===== src/rtl/iter_run_ctl_pkg.sv =====
package iter_run_ctl_pkg;

    // Gray cycle: IDLE -> ARM -> RUN -> FIN -> IDLE, one bit per step.
    // Bit 0 is the run enable.
    typedef enum logic [1:0] {
        ST_IDLE = 2'b00,
        ST_ARM  = 2'b01,
        ST_RUN  = 2'b11,
        ST_FIN  = 2'b10
    } ctl_state_e;

    function automatic int iter_count(input int width);
        return width / 2 + 2;
    endfunction

    function automatic logic run_bit(input ctl_state_e s);
        return s[0];
    endfunction

endpackage


===== src/rtl/iter_run_div.sv =====
module iter_run_div #(
    parameter int PER_W = 4
) (
    input  logic             clk,
    input  logic             rst,
    input  logic             en,
    input  logic [PER_W-1:0] per,
    output logic             tick
);
    logic [PER_W-1:0] cnt_q;

    assign tick = en && (cnt_q == per);

    always_ff @(posedge clk) begin
        if (rst || !en || tick) begin
            cnt_q <= '0;
        end else begin
            cnt_q <= cnt_q + 1'b1;
        end
    end
endmodule


===== src/rtl/iter_run_cnt.sv =====
module iter_run_cnt #(
    parameter int CNT_W = 4
) (
    input  logic             clk,
    input  logic             rst,
    input  logic             clr,
    input  logic             tick,
    input  logic [CNT_W-1:0] target,
    output logic             last
);
    logic [CNT_W-1:0] cnt_q;

    assign last = tick && (cnt_q == target - 1'b1);

    always_ff @(posedge clk) begin
        if (rst || clr) begin
            cnt_q <= '0;
        end else if (tick) begin
            cnt_q <= cnt_q + 1'b1;
        end
    end
endmodule


===== src/rtl/iter_run_fsm.sv =====
module iter_run_fsm
    import iter_run_ctl_pkg::*;
(
    input  logic       clk,
    input  logic       rst,
    input  logic       req,
    input  logic       last,
    output ctl_state_e state
);
    ctl_state_e nxt;

    always_comb begin
        nxt = state;
        unique case (state)
            ST_IDLE: if (req)  nxt = ST_ARM;
            ST_ARM:            nxt = ST_RUN;
            ST_RUN:  if (last) nxt = ST_FIN;
            ST_FIN:            nxt = ST_IDLE;
            default:           nxt = ST_IDLE;
        endcase
    end

    always_ff @(posedge clk) begin
        if (rst) begin
            state <= ST_IDLE;
        end else begin
            state <= nxt;
        end
    end
endmodule


===== src/rtl/iter_run_ctl.sv =====
module iter_run_ctl
    import iter_run_ctl_pkg::*;
#(
    parameter int WORD_W   = 24,
    parameter int NARROW_W = 10,
    parameter int PER_W    = 4,
    parameter int DEF_PER  = 3
) (
    input  logic             clk,
    input  logic             rst,
    input  logic             req,
    input  logic             req_narrow,
    input  logic             cfg_wr,
    input  logic [PER_W-1:0] cfg_period,
    output logic             run,
    output logic             iter_tick,
    output logic             done
);
    localparam int FULL_ITER   = iter_count(WORD_W);
    localparam int NARROW_ITER = iter_count(NARROW_W);
    localparam int CNT_W       = $clog2(FULL_ITER + 1);
    localparam logic [CNT_W-1:0] FULL_T   = CNT_W'(FULL_ITER);
    localparam logic [CNT_W-1:0] NARROW_T = CNT_W'(NARROW_ITER);

    ctl_state_e       st_q;
    logic [PER_W-1:0] per_q;
    logic [CNT_W-1:0] tgt_q;
    logic             idle;
    logic             last;

    assign idle = (st_q == ST_IDLE);

    // Period and iteration target are only loaded while idle.
    always_ff @(posedge clk) begin
        if (rst) begin
            per_q <= PER_W'(DEF_PER);
            tgt_q <= FULL_T;
        end else if (idle) begin
            if (cfg_wr) per_q <= cfg_period;
            if (req)    tgt_q <= req_narrow ? NARROW_T : FULL_T;
        end
    end

    iter_run_fsm u_fsm (
        .clk   (clk),
        .rst   (rst),
        .req   (req),
        .last  (last),
        .state (st_q)
    );

    iter_run_div #(.PER_W(PER_W)) u_div (
        .clk  (clk),
        .rst  (rst),
        .en   (st_q == ST_RUN),
        .per  (per_q),
        .tick (iter_tick)
    );

    iter_run_cnt #(.CNT_W(CNT_W)) u_cnt (
        .clk    (clk),
        .rst    (rst),
        .clr    (st_q == ST_ARM),
        .tick   (iter_tick),
        .target (tgt_q),
        .last   (last)
    );

    assign run  = run_bit(st_q);
    assign done = (st_q == ST_FIN);
endmodule


===== config.mk =====
export PLATFORM = sky130hd
export DESIGN_NAME = iter_run_ctl
export DESIGN_NICKNAME = d
export VERILOG_FILES = /design/src/rtl/iter_run_ctl_pkg.sv /design/src/rtl/iter_run_div.sv /design/src/rtl/iter_run_cnt.sv /design/src/rtl/iter_run_fsm.sv /design/src/rtl/iter_run_ctl.sv
export SDC_FILE = /design/constraint.sdc
export NUM_CORES = 1
export LEC_CHECK = 0
export CAP_MARGIN = 20
export CORE_MARGIN = 8
export CORE_UTILIZATION = 39
export DETAILED_ROUTE_END_ITERATION = 12
export HOLD_SLACK_MARGIN = 0.02
export PLACE_DENSITY = 0.71
export RECOVER_POWER = 50
export SLEW_MARGIN = 30
export SYNTH_ARGS = -nofsm -noshare
export SYNTH_HDL_FRONTEND = slang
export SYNTH_SLANG_ARGS = --single-unit

===== constraint.sdc =====
create_clock -name clk -period 4.56 [get_ports clk]
set_clock_uncertainty 0.1 [all_clocks]
set_input_delay 0.912 -clock clk [delete_from_list [all_inputs] [get_ports clk]]
set_output_delay 0.912 -clock clk [all_outputs]
set_load 0.1 [all_outputs]

After elaboration in Yosys (flattened, before gate mapping)
Cells that the tools add are included.

Bits in registers: 18. Bits of input ports: 9. Output and inout bits: 3.

Add/subtract/negate cells: 3. Eq/ne operators: 7. Muxes and demuxes: 4. Reduce and logical (&&, ||, !) cells: 10.

Operators by type and width (number): $add 4x1->4 const B (2); $eq 4x4->1 (2); $pmux 2 s4 (1); $reduce_and 2->1 (3); $eq 2x2->1 const B (2); $mux 2 (2); $mux 4 (1); $ne 2x2->1 const B (2); $sub 4x1->4 const B (1); $logic_or 1x1->1 (3); $eq 2x1->1 const B (1); $logic_and 1x1->1 (2); $logic_not 2->1 (1); $logic_not 1->1 (1).

Longest topological paths before layout
Gate-level depths: netlist (run 1).

Depth after elaboration: 5. Mapped depth: 5. Depth with buffers taken out: 4.

Cells and area by module
From an unflattened synthesis (run 1), not the netlist that was laid out.

Cell total of the unflattened synthesis: 85. Area, all modules: 880.8 um^2.

Modules (own cells, without submodules): iter_run_ctl (times used 1, cells an instance 30, area each 312.8 um^2, seq. area each 120.1 um^2); iter_run_cnt (times used 1, cells an instance 26, area each 262.8 um^2, seq. area each 80.1 um^2); iter_run_div (times used 1, cells an instance 23, area each 240.2 um^2, seq. area each 80.1 um^2); iter_run_fsm (times used 1, cells an instance 6, area each 65.1 um^2, seq. area each 40.0 um^2).

Worst setup path after synthesis (run 1)
Ideal clock, no wire load.

Path kind: register to output. Start point: register u_fsm.state[0]. End point: output iter_tick. Arrival: 2.707 ns. Setup slack: 0.841 ns. Stages on the path, launching flop included: 3. Path buffers: 0. Cell sequence: dfxtp_1 > nand3_2 > nor2_1.

Cells in the longest elaborated chain, start to end: 2.

RTL lines: start, declared (RTL line iter_run_fsm.sv:8) `output ctl_state_e state`; start signal, assigned (RTL line iter_run_fsm.sv:27) `state <= nxt;`; $eq 2x2->1 (RTL line iter_run_ctl.sv:55) `.en (st_q == ST_RUN),`; $logic_and 1x1->1 (RTL line iter_run_div.sv:12) `assign tick = en && (cnt_q == per);`; end, declared (RTL line iter_run_ctl.sv:16) `output logic iter_tick,`.

No other way between the ends.

Worst setup path in the final report (run 1)
Start point: register u_div.cnt_q[2]. End point: output iter_tick.

Cells in the longest elaborated chain, start to end: 2.

RTL lines: start, declared (RTL line iter_run_div.sv:10) `logic [PER_W-1:0] cnt_q;`; start signal, assigned (RTL line iter_run_div.sv:18) `cnt_q <= cnt_q + 1'b1;`; $eq 4x4->1 (RTL line iter_run_div.sv:12); $logic_and 1x1->1 (RTL line iter_run_div.sv:12).

No other way between the ends.

==> results_dict.tcl, run 1 <==
set metrics [dict create \
    ir_worst_vdd_uv 161 \
    fin_crit_ps 3430 \
    drive_above_1_share_pct 8.79 \
    initial_utilization_pct 41.4 \
    dpl.hpwl_um 1050 \
    htreeDepth 1 \
    fp.dieH_um 58.8 \
    worst_slew_pin_slew_ps 971 \
    hold_path_class "flip-flop to flip-flop" \
    synth_compound_area_share_pct 11.2 \
    synth_area_um2 716 \
    synth_top_family_by_area "simple AND/OR/NAND/NOR gates" \
    utilization_pct 51.3 \
    postRouteAntennaNets 0 \
    yosysSeqAreaShare_pct 44.8 \
    die_w_um 58.8 \
    slew_headroom_pct 35.1 \
    setup_ws_ps 1130 \
    critPathCaptureType "output pin" \
    grt_max_degree 10 \
    synth-simple-area-share_pct 20.5 \
    place.gp.congestion 0.783 \
    overflow 0 \
    async_flop_share_pct 0 \
    coreArea_um2 1730 \
    critical_path_class "flip-flop to output pin" \
    grt_usage_pct 9.84 \
    diodes 0 \
    outcome "complete, no violations" \
    cts_buffers 3 \
    hold_start "u_div.cnt_q[0]" \
    netlist-cell-type-count 23 \
    synth_cells 78 \
    drv_cap 0 \
    detail_route.wl_per_cell_um 11.7 \
    synth_edf_count 0 \
    cp.required_ps 3550 \
    grt_setup_unrepaired "no" \
    ios 12 \
    clk_latency_ps 280 \
    die_area_um2 3460 \
    cts_buffer_depth 2 \
    postSynthNetCount 89 \
    regToRegStartpoint "u_div.cnt_q[2]" \
    setup-tns-final_ps 0 \
    synth-seq-cells 16 \
    finalHoldViolCount 0 \
    wl_um 1360 \
    place_ws_ps 1410 \
    synthMuxAreaShare_pct 8.39 \
    cts_root_buf "clkbuf_4" \
    drt_iter0_drc 6 \
    powerDensity_nw_per_um2 315 \
    area_delta_synth_final_pct 23.8 \
    synthAdderAreaFrac_pct 3.50 \
    r2r_setup_slack_ps 3030 \
    first_global_vias 584 \
    antenna_found_initial 0 \
    row_count 15 \
    port_buffers 11 \
    min_period_over_period_pct 75.2 \
    p_leak_nw 0.315 \
    max_freq_ghz 0.291 \
    grt_pass1_wl_um 2640 \
    worstPathArrival_ps 2420 \
    yosysWarningCount 0 \
    layout.nets 103 \
    avgSynthCellArea_um2 9.18 \
    cp-startpoint "u_div.cnt_q[2]" \
    cts_resized 0 \
    drv_slew 0 \
    vias 551 \
    vias_per_cell 4.75 \
    clk_pin_slew_ps 90 \
    drc 0 \
    worst-path-max-fanout 8 \
    cts.sink_count 16 \
    drtPass1Iterations 4 \
    cts_hold_buf 0 \
    cts_setup_buffers 0 \
    cts_tree "yes" \
    synth_top_flop_cell "dfxtp_1" \
    synth_xor_area_share_pct 8.57 \
    cp-start-kind "flip-flop" \
    setup_violations 0 \
]
## Yosys cell counts, drive strengths merged, types with 2 or more instances
cell / count / area [µm²]
clkbuf: 2 / 7.51
o211ai: 2 / 15.0
nand2: 6 / 22.5
or4: 2 / 15.0
inv: 4 / 15.0
o31ai: 2 / 15.0
xnor2: 6 / 52.6
a21oi: 6 / 30.0
dfxtp: 16 / 320
ha: 2 / 25.0
nand3: 5 / 35.0
mux2i: 6 / 60.1
nor2: 10 / 37.5
## path summary, 6_finish.rpt
kind | depth (start not counted) | end
max reg2reg | 4 | u_cnt.cnt_q[3]
max | 4 | iter_tick
min reg2reg | 1 | u_div.cnt_q[0]
min | 1 | u_div.cnt_q[0]
## registers in the layout (all words and copies together) (netlist names)
name         count
u_div.cnt_q      4
u_cnt.cnt_q      4
u_fsm.state      2
tgt_q            2
per_q            4
## logic make-up (layout without fill, tap and decap cells)
group	count (synthesis)	count (layout)
XOR/XNOR	7	7
AND/OR/NAND/NOR	28	28
adder cells (fa/ha/maj)	2	2
multiplexers	6	6
flip-flops	16	16
AO/OA/AOI/OAI	13	13
buffers and inverters	6	19
## power by group
group | switching (mW) | internal [mW]
Sequential | 0.00492 | 0.145
Clock | 0.0443 | 0.0485
Combinational | 0.0206 | 0.0159
Total | 0.0699 | 0.209
## through the flow
| stage | power, mW | hold slack (ps) | instance area [µm²] | cells |
|---|---|---|---|---|
| after global routing | 0.294 | 419 | 886 | 116 |
| final | 0.279 | 386 | 886 | 116 |
| after CTS | 0.283 | 389 | 886 | 116 |
| after floorplan | 0.177 | 341 | 716 | 78 |
| after global placement | 0.189 | 358 | 850 | 112 |
| after detailed placement | 0.190 | 367 | 850 | 112 |
## critical path: stages, from the launching register on
cell             delay (ps)
dfxtp_1                 390
xnor2_1                 150
nand3_2                 170
nor2_1                  240
clkdlybuf4s50_1        1180
## layout make-up
type / instances / area (µm²)
Fill cell: 165 / 841
Multi-Input combinational cell: 56 / 373
Timing Repair Buffer: 11 / 110
Clock buffer: 4 / 36.3
Tap cell: 25 / 31.3
Sequential cell: 16 / 320
Inverter: 4 / 15.0
## routing by layer
layer	GRT usage (%)	share of wire (%)
met3	3.48	6.7
met4	4.10	0.88
met2	14.5	44
met1	12.6	48
met5	0	0
## cells in the final DEF, fill, tap and decap left out, drive strengths merged
cell and instances:
nand3b 1, a211oi 1, dlygate4sd3 2, o21ai 1, or3 1, xnor2 6, o31ai 2, clkbuf 4
nor2 10, a21o 1, nand2 6, dfxtp 16, clkdlybuf4s50 9, a21oi 6, o211ai 2, ha 2
nor2b 1, mux2i 6, and2 1, inv 4, nand3 5, xor2 1, or4 2, or3b 1
Note: power is estimated with default switching activity, not from simulation.
==> run 2, diff against run 1 <==
==> constraint.sdc (replaced) <==
create_clock -name clk -period 3.55 [get_ports clk]
set_clock_uncertainty 0.1 [all_clocks]
set_input_delay 0.71 -clock clk [delete_from_list [all_inputs] [get_ports clk]]
set_output_delay 0.71 -clock clk [all_outputs]
set_load 0.1 [all_outputs]
==> run 2 against run 1 <==
Flip-flop and latch count unchanged. Die area unchanged. Hold slack better by 11 ps.
==> results_dict.tcl, run 2 (synthesized netlist as in run 1, its figures left out) <==
set metrics [dict create \
    cts_resized 0 \
    hold_path_class "flip-flop to flip-flop" \
    drc 0 \
    cts_tree "yes" \
    powerDensity_nw_per_um2 410 \
    dpl.hpwl_um 1050 \
    drive_above_1_share_pct 11.0 \
    max_freq_ghz 0.401 \
    placed_cell_area_um2 842 \
    finalHoldViolCount 0 \
    clk_pin_slew_ps 90 \
    coreArea_um2 1730 \
    largestRegisters "per_q x4, u_cnt.cnt_q x4, u_div.cnt_q x4" \
    cp.required_ps 2740 \
    outcome "complete, no violations" \
    cts.sink_count 16 \
    mostFrequentLayoutCell "dfxtp_1" \
    die_w_um 58.8 \
    initial_utilization_pct 41.4 \
    grt_usage_pct 9.12 \
    first_global_vias 547 \
    worst_slew_pin_slew_ps 341 \
    grt_setup_unrepaired "no" \
    fin_crit_ps 2490 \
    final_area_um2 873 \
    cts_buffers 3 \
    layout.nets 103 \
    row_count 15 \
    place.gp.congestion 0.774 \
    cpMaxStageDelayCell "dfxtp_1" \
    vias 577 \
    fillers 178 \
    cts_hold_buf 0 \
    critPathCaptureType "output pin" \
    ir_worst_vdd_uv 269 \
    fp.dieH_um 58.8 \
    drtPass1Iterations 4 \
    setup-tns-final_ps 0 \
    regArea_um2 320 \
    cp_top_family "simple AND/OR/NAND/NOR gates" \
    vias_per_cell 4.97 \
    p_leak_nw 0.320 \
    die_area_um2 3460 \
    area_delta_synth_final_pct 22.0 \
    multiInputGateArea_um2 368 \
    drv_cap 0 \
    setup_violations 0 \
    grt_max_degree 10 \
    htreeDepth 1 \
    path_cells "xnor2_1, nand3_1, nor2_1, buf_4" \
    min_period_over_period_pct 70.3 \
    final_cell_mix "dfxtp_1 (16), nor2_1 (10)" \
    cts_buffer_depth 2 \
    cp-start-kind "flip-flop" \
    worstPathArrival_ps 1680 \
    postRouteAntennaNets 0 \
    cpPeakStageDelay_ps 400 \
    overflow 0 \
    diodes 0 \
    cts_setup_buffers 0 \
    antenna_found_initial 0 \
    drv_slew 0 \
    detail_route.wl_per_cell_um 11.6 \
    ios 12 \
    clk_latency_ps 290 \
    critical_path_buf_inv_count 1 \
    wl_um 1340 \
    cts_root_buf "clkbuf_4" \
    slew_headroom_pct 77.1 \
    grt_pass1_wl_um 2370 \
    worst-path-max-fanout 8 \
    critical_path_class "flip-flop to output pin" \
    port_buffers 11 \
    drt_iter0_drc 13 \
]
[run 2: layout make-up]
type	count	area share [%]
multi-input combinational	56	42.1
tap	25	3.58
sequential	16	36.7
inverter	4	1.72
clock buffer	4	4.15
timing repair buffer	11	11.7
[run 2: worst paths after layout]
check	start	to	slack, ps	cells after the start
max	u_div.cnt_q[0]	iter_tick	1060	4
min	u_div.cnt_q[0]	u_div.cnt_q[0]	400	1
max reg2reg	u_div.cnt_q[0]	u_cnt.cnt_q[3]	1930	4
min reg2reg	u_div.cnt_q[0]	u_div.cnt_q[0]	400	1
[run 2: worst register-to-register path, delay by kind of cell, from the launching register on]
family | cells | cell delay, ps
flops | 1 | 400
xor+xnor | 1 | 130
simple gates | 2 | 790
compound gates | 1 | 140
[run 2: stage by stage]
step,hold slack (ps),setup WS (ps),utilization [%],power (mW),std cells
after CTS,403,1100,50.9,0.364,116
final,398,1060,50.6,0.358,116
after global placement,361,1490,48.8,0.243,112
after floorplan,341,33.4,-,0.228,78
after global routing,430,887,50.6,0.379,116
after detailed placement,384,1450,48.8,0.243,112
[run 2: where the power goes]
group | switching [mW] | leakage [nW] | internal (mW)
combinational | 0.0262 | 0.168 | 0.0196
clock | 0.0573 | 0.0210 | 0.0625
sequential | 0.00624 | 0.130 | 0.186
total | 0.0898 | 0.320 | 0.268
[run 2: routing by layer]
metal / vias to the layer above / GRT usage [%] / routed length, µm
met1: 264 / 9.28 / 623
li1: 295 / - / -
met3: 2 / 5.65 / 97
met4: 0 / 4.10 / 12
met5: - / 0 / 0
met2: 16 / 14.5 / 609
==> run 3, diff against run 2 <==
==> constraint.sdc (replaced) <==
create_clock -name clk -period 2.6 [get_ports clk]
set_clock_uncertainty 0.1 [all_clocks]
set_input_delay 0.52 -clock clk [delete_from_list [all_inputs] [get_ports clk]]
set_output_delay 0.52 -clock clk [all_outputs]
set_load 0.1 [all_outputs]
==> run 3 against run 2 <==
Non-clock buffer count is the same. Final cell count shrank 0.86%. Clock power grew 5%. Power grew 27%. Routed wire length grew 6.0%. Critical path depth is the same. Die area is the same. Global-route usage shrank 0.16 points. Via count shrank 3.8%. Largest power group unchanged.
==> results_dict.tcl, run 3 (synthesized netlist as in run 1, its figures left out) <==
set metrics [dict create \
    cpPeakStageDelay_ps 390 \
    setup-tns-final_ps 0 \
    cts_setup_buffers 0 \
    drc 0 \
    row_count 15 \
    fp.dieH_um 58.8 \
    ios 12 \
    slew_headroom_pct 77.3 \
    cts_root_buf "clkbuf_4" \
    vias_per_cell 4.83 \
    cts_hold_buf 0 \
    grt_max_degree 9 \
    r2r_end "u_cnt.cnt_q[3]" \
    wl_met3_um 71 \
    cp_top_family "simple AND/OR/NAND/NOR gates" \
    first_global_vias 534 \
    finalHoldViolCount 0 \
    final_cell_mix "dfxtp_1 (16), nor2_1 (8)" \
    drt_iter0_drc 5 \
    hold_end "u_div.cnt_q[0]" \
    cts_resized 0 \
    path_cells "xnor2_1, nand3_2, nor2_4, buf_12" \
    critical_path_class "flip-flop to output pin" \
    regToRegStartpoint "u_div.cnt_q[2]" \
    initial_utilization_pct 41.4 \
    worstPathArrival_ps 1440 \
    antenna_found_initial 0 \
    hold_path_class "flip-flop to flip-flop" \
    clk_pin_slew_ps 90 \
    drv_slew 0 \
    multiInputGateArea_um2 383 \
    powerDensity_nw_per_um2 511 \
    grt_setup_unrepaired "no" \
    place.gp.congestion 0.721 \
    max_freq_ghz 0.485 \
    critPathCaptureType "output pin" \
    cts.sink_count 16 \
    cts_tree "yes" \
    layout.nets 103 \
    min_delay_path_depth 1 \
    fillers 162 \
    regArea_um2 320 \
    cts_buffers 3 \
    p_leak_nw 0.316 \
    detail_route.wl_per_cell_um 12.4 \
    area_delta_synth_final_pct 24.0 \
    grt_pass1_wl_um 2340 \
    drv_cap 0 \
    wl_um 1420 \
    vias 555 \
    fin_crit_ps 2060 \
    setup_violations 0 \
    cts_buffer_depth 2 \
    whs_ps 397 \
    die_area_um2 3460 \
    reg2reg_depth 4 \
    worst-path-max-fanout 8 \
    cpMaxStageDelayCell "dfxtp_1" \
    cp.required_ps 1980 \
    cp-start-kind "flip-flop" \
    routed.top_layer "met4" \
    critical_path_buf_inv_count 1 \
    clk_latency_ps 280 \
    overflow 0 \
    drive_above_1_share_pct 13.3 \
    postRouteAntennaNets 0 \
    htreeDepth 1 \
    drtPass1Iterations 4 \
    met2_length_um 629 \
    dpl.hpwl_um 1090 \
    diodes 0 \
    die_w_um 58.8 \
    ir_worst_vdd_uv 200 \
    worst_slew_pin_slew_ps 340 \
    min_period_over_period_pct 79.3 \
    outcome "complete, no violations" \
    met1_length_um 693 \
    coreArea_um2 1730 \
    largestRegisters "per_q x4, u_cnt.cnt_q x4, u_div.cnt_q x4" \
    r2r_setup_slack_ps 930 \
    port_buffers 11 \
    mostFrequentLayoutCell "dfxtp_1" \
    grt_usage_pct 8.96 \
    hold_start "u_div.cnt_q[0]" \
]
[run 3: cell types whose count changed in the layout (fill, tap and decap cells not counted), sizes merged]
cell    change
clkbuf      -1
[run 3: final cells by class]
type                    count  share of cell area (%)
flip-flops and latches     16                    36.1
multi-input cells          56                    43.2
well taps                  25                    3.53
repair buffers             11                    13.0
clock buffers               3                    2.54
inverters                   4                    1.69
[run 3: worst max-delay path by stage]
stage | to | start | slack (ps) | depth (start not counted)
2_1_floorplan | iter_tick | u_fsm.state[0] | 40 | 2
3_3_place_gp | iter_tick | u_div.cnt_q[0] | 860 | 4
3_5_place_dp | iter_tick | u_div.cnt_q[2] | 830 | 4
4_1_cts | iter_tick | u_div.cnt_q[2] | 520 | 4
5_1_grt | iter_tick | u_div.cnt_q[2] | 470 | 4
6_report | iter_tick | u_div.cnt_q[2] | 540 | 4
[run 3: power by group]
| part | switching, mW | internal [mW] | total [mW] |
|---|---|---|---|
| registers | 0.00898 | 0.254 | 0.263 |
| logic | 0.0371 | 0.0272 | 0.0643 |
| clock network | 0.0727 | 0.0536 | 0.126 |
[run 3: through the flow]
step	util (%)	total power, mW	instances	instance area, µm²	worst slack (ps)
finish	51.4	0.453	115	887	538
global route	51.4	0.477	115	887	467
CTS	51.4	0.458	115	887	521
detailed placement	50.1	0.334	112	865	834
global placement	50.1	0.333	112	865	859
floorplan	-	0.312	78	726	41.6
[run 3: routing by layer]
layer / vias to the layer above / track usage, %
li1: 297 / -
met1: 247 / 10.1
met2: 9 / 13.4
met3: 2 / 2.39
met4: 0 / 8.19
met5: - / 0
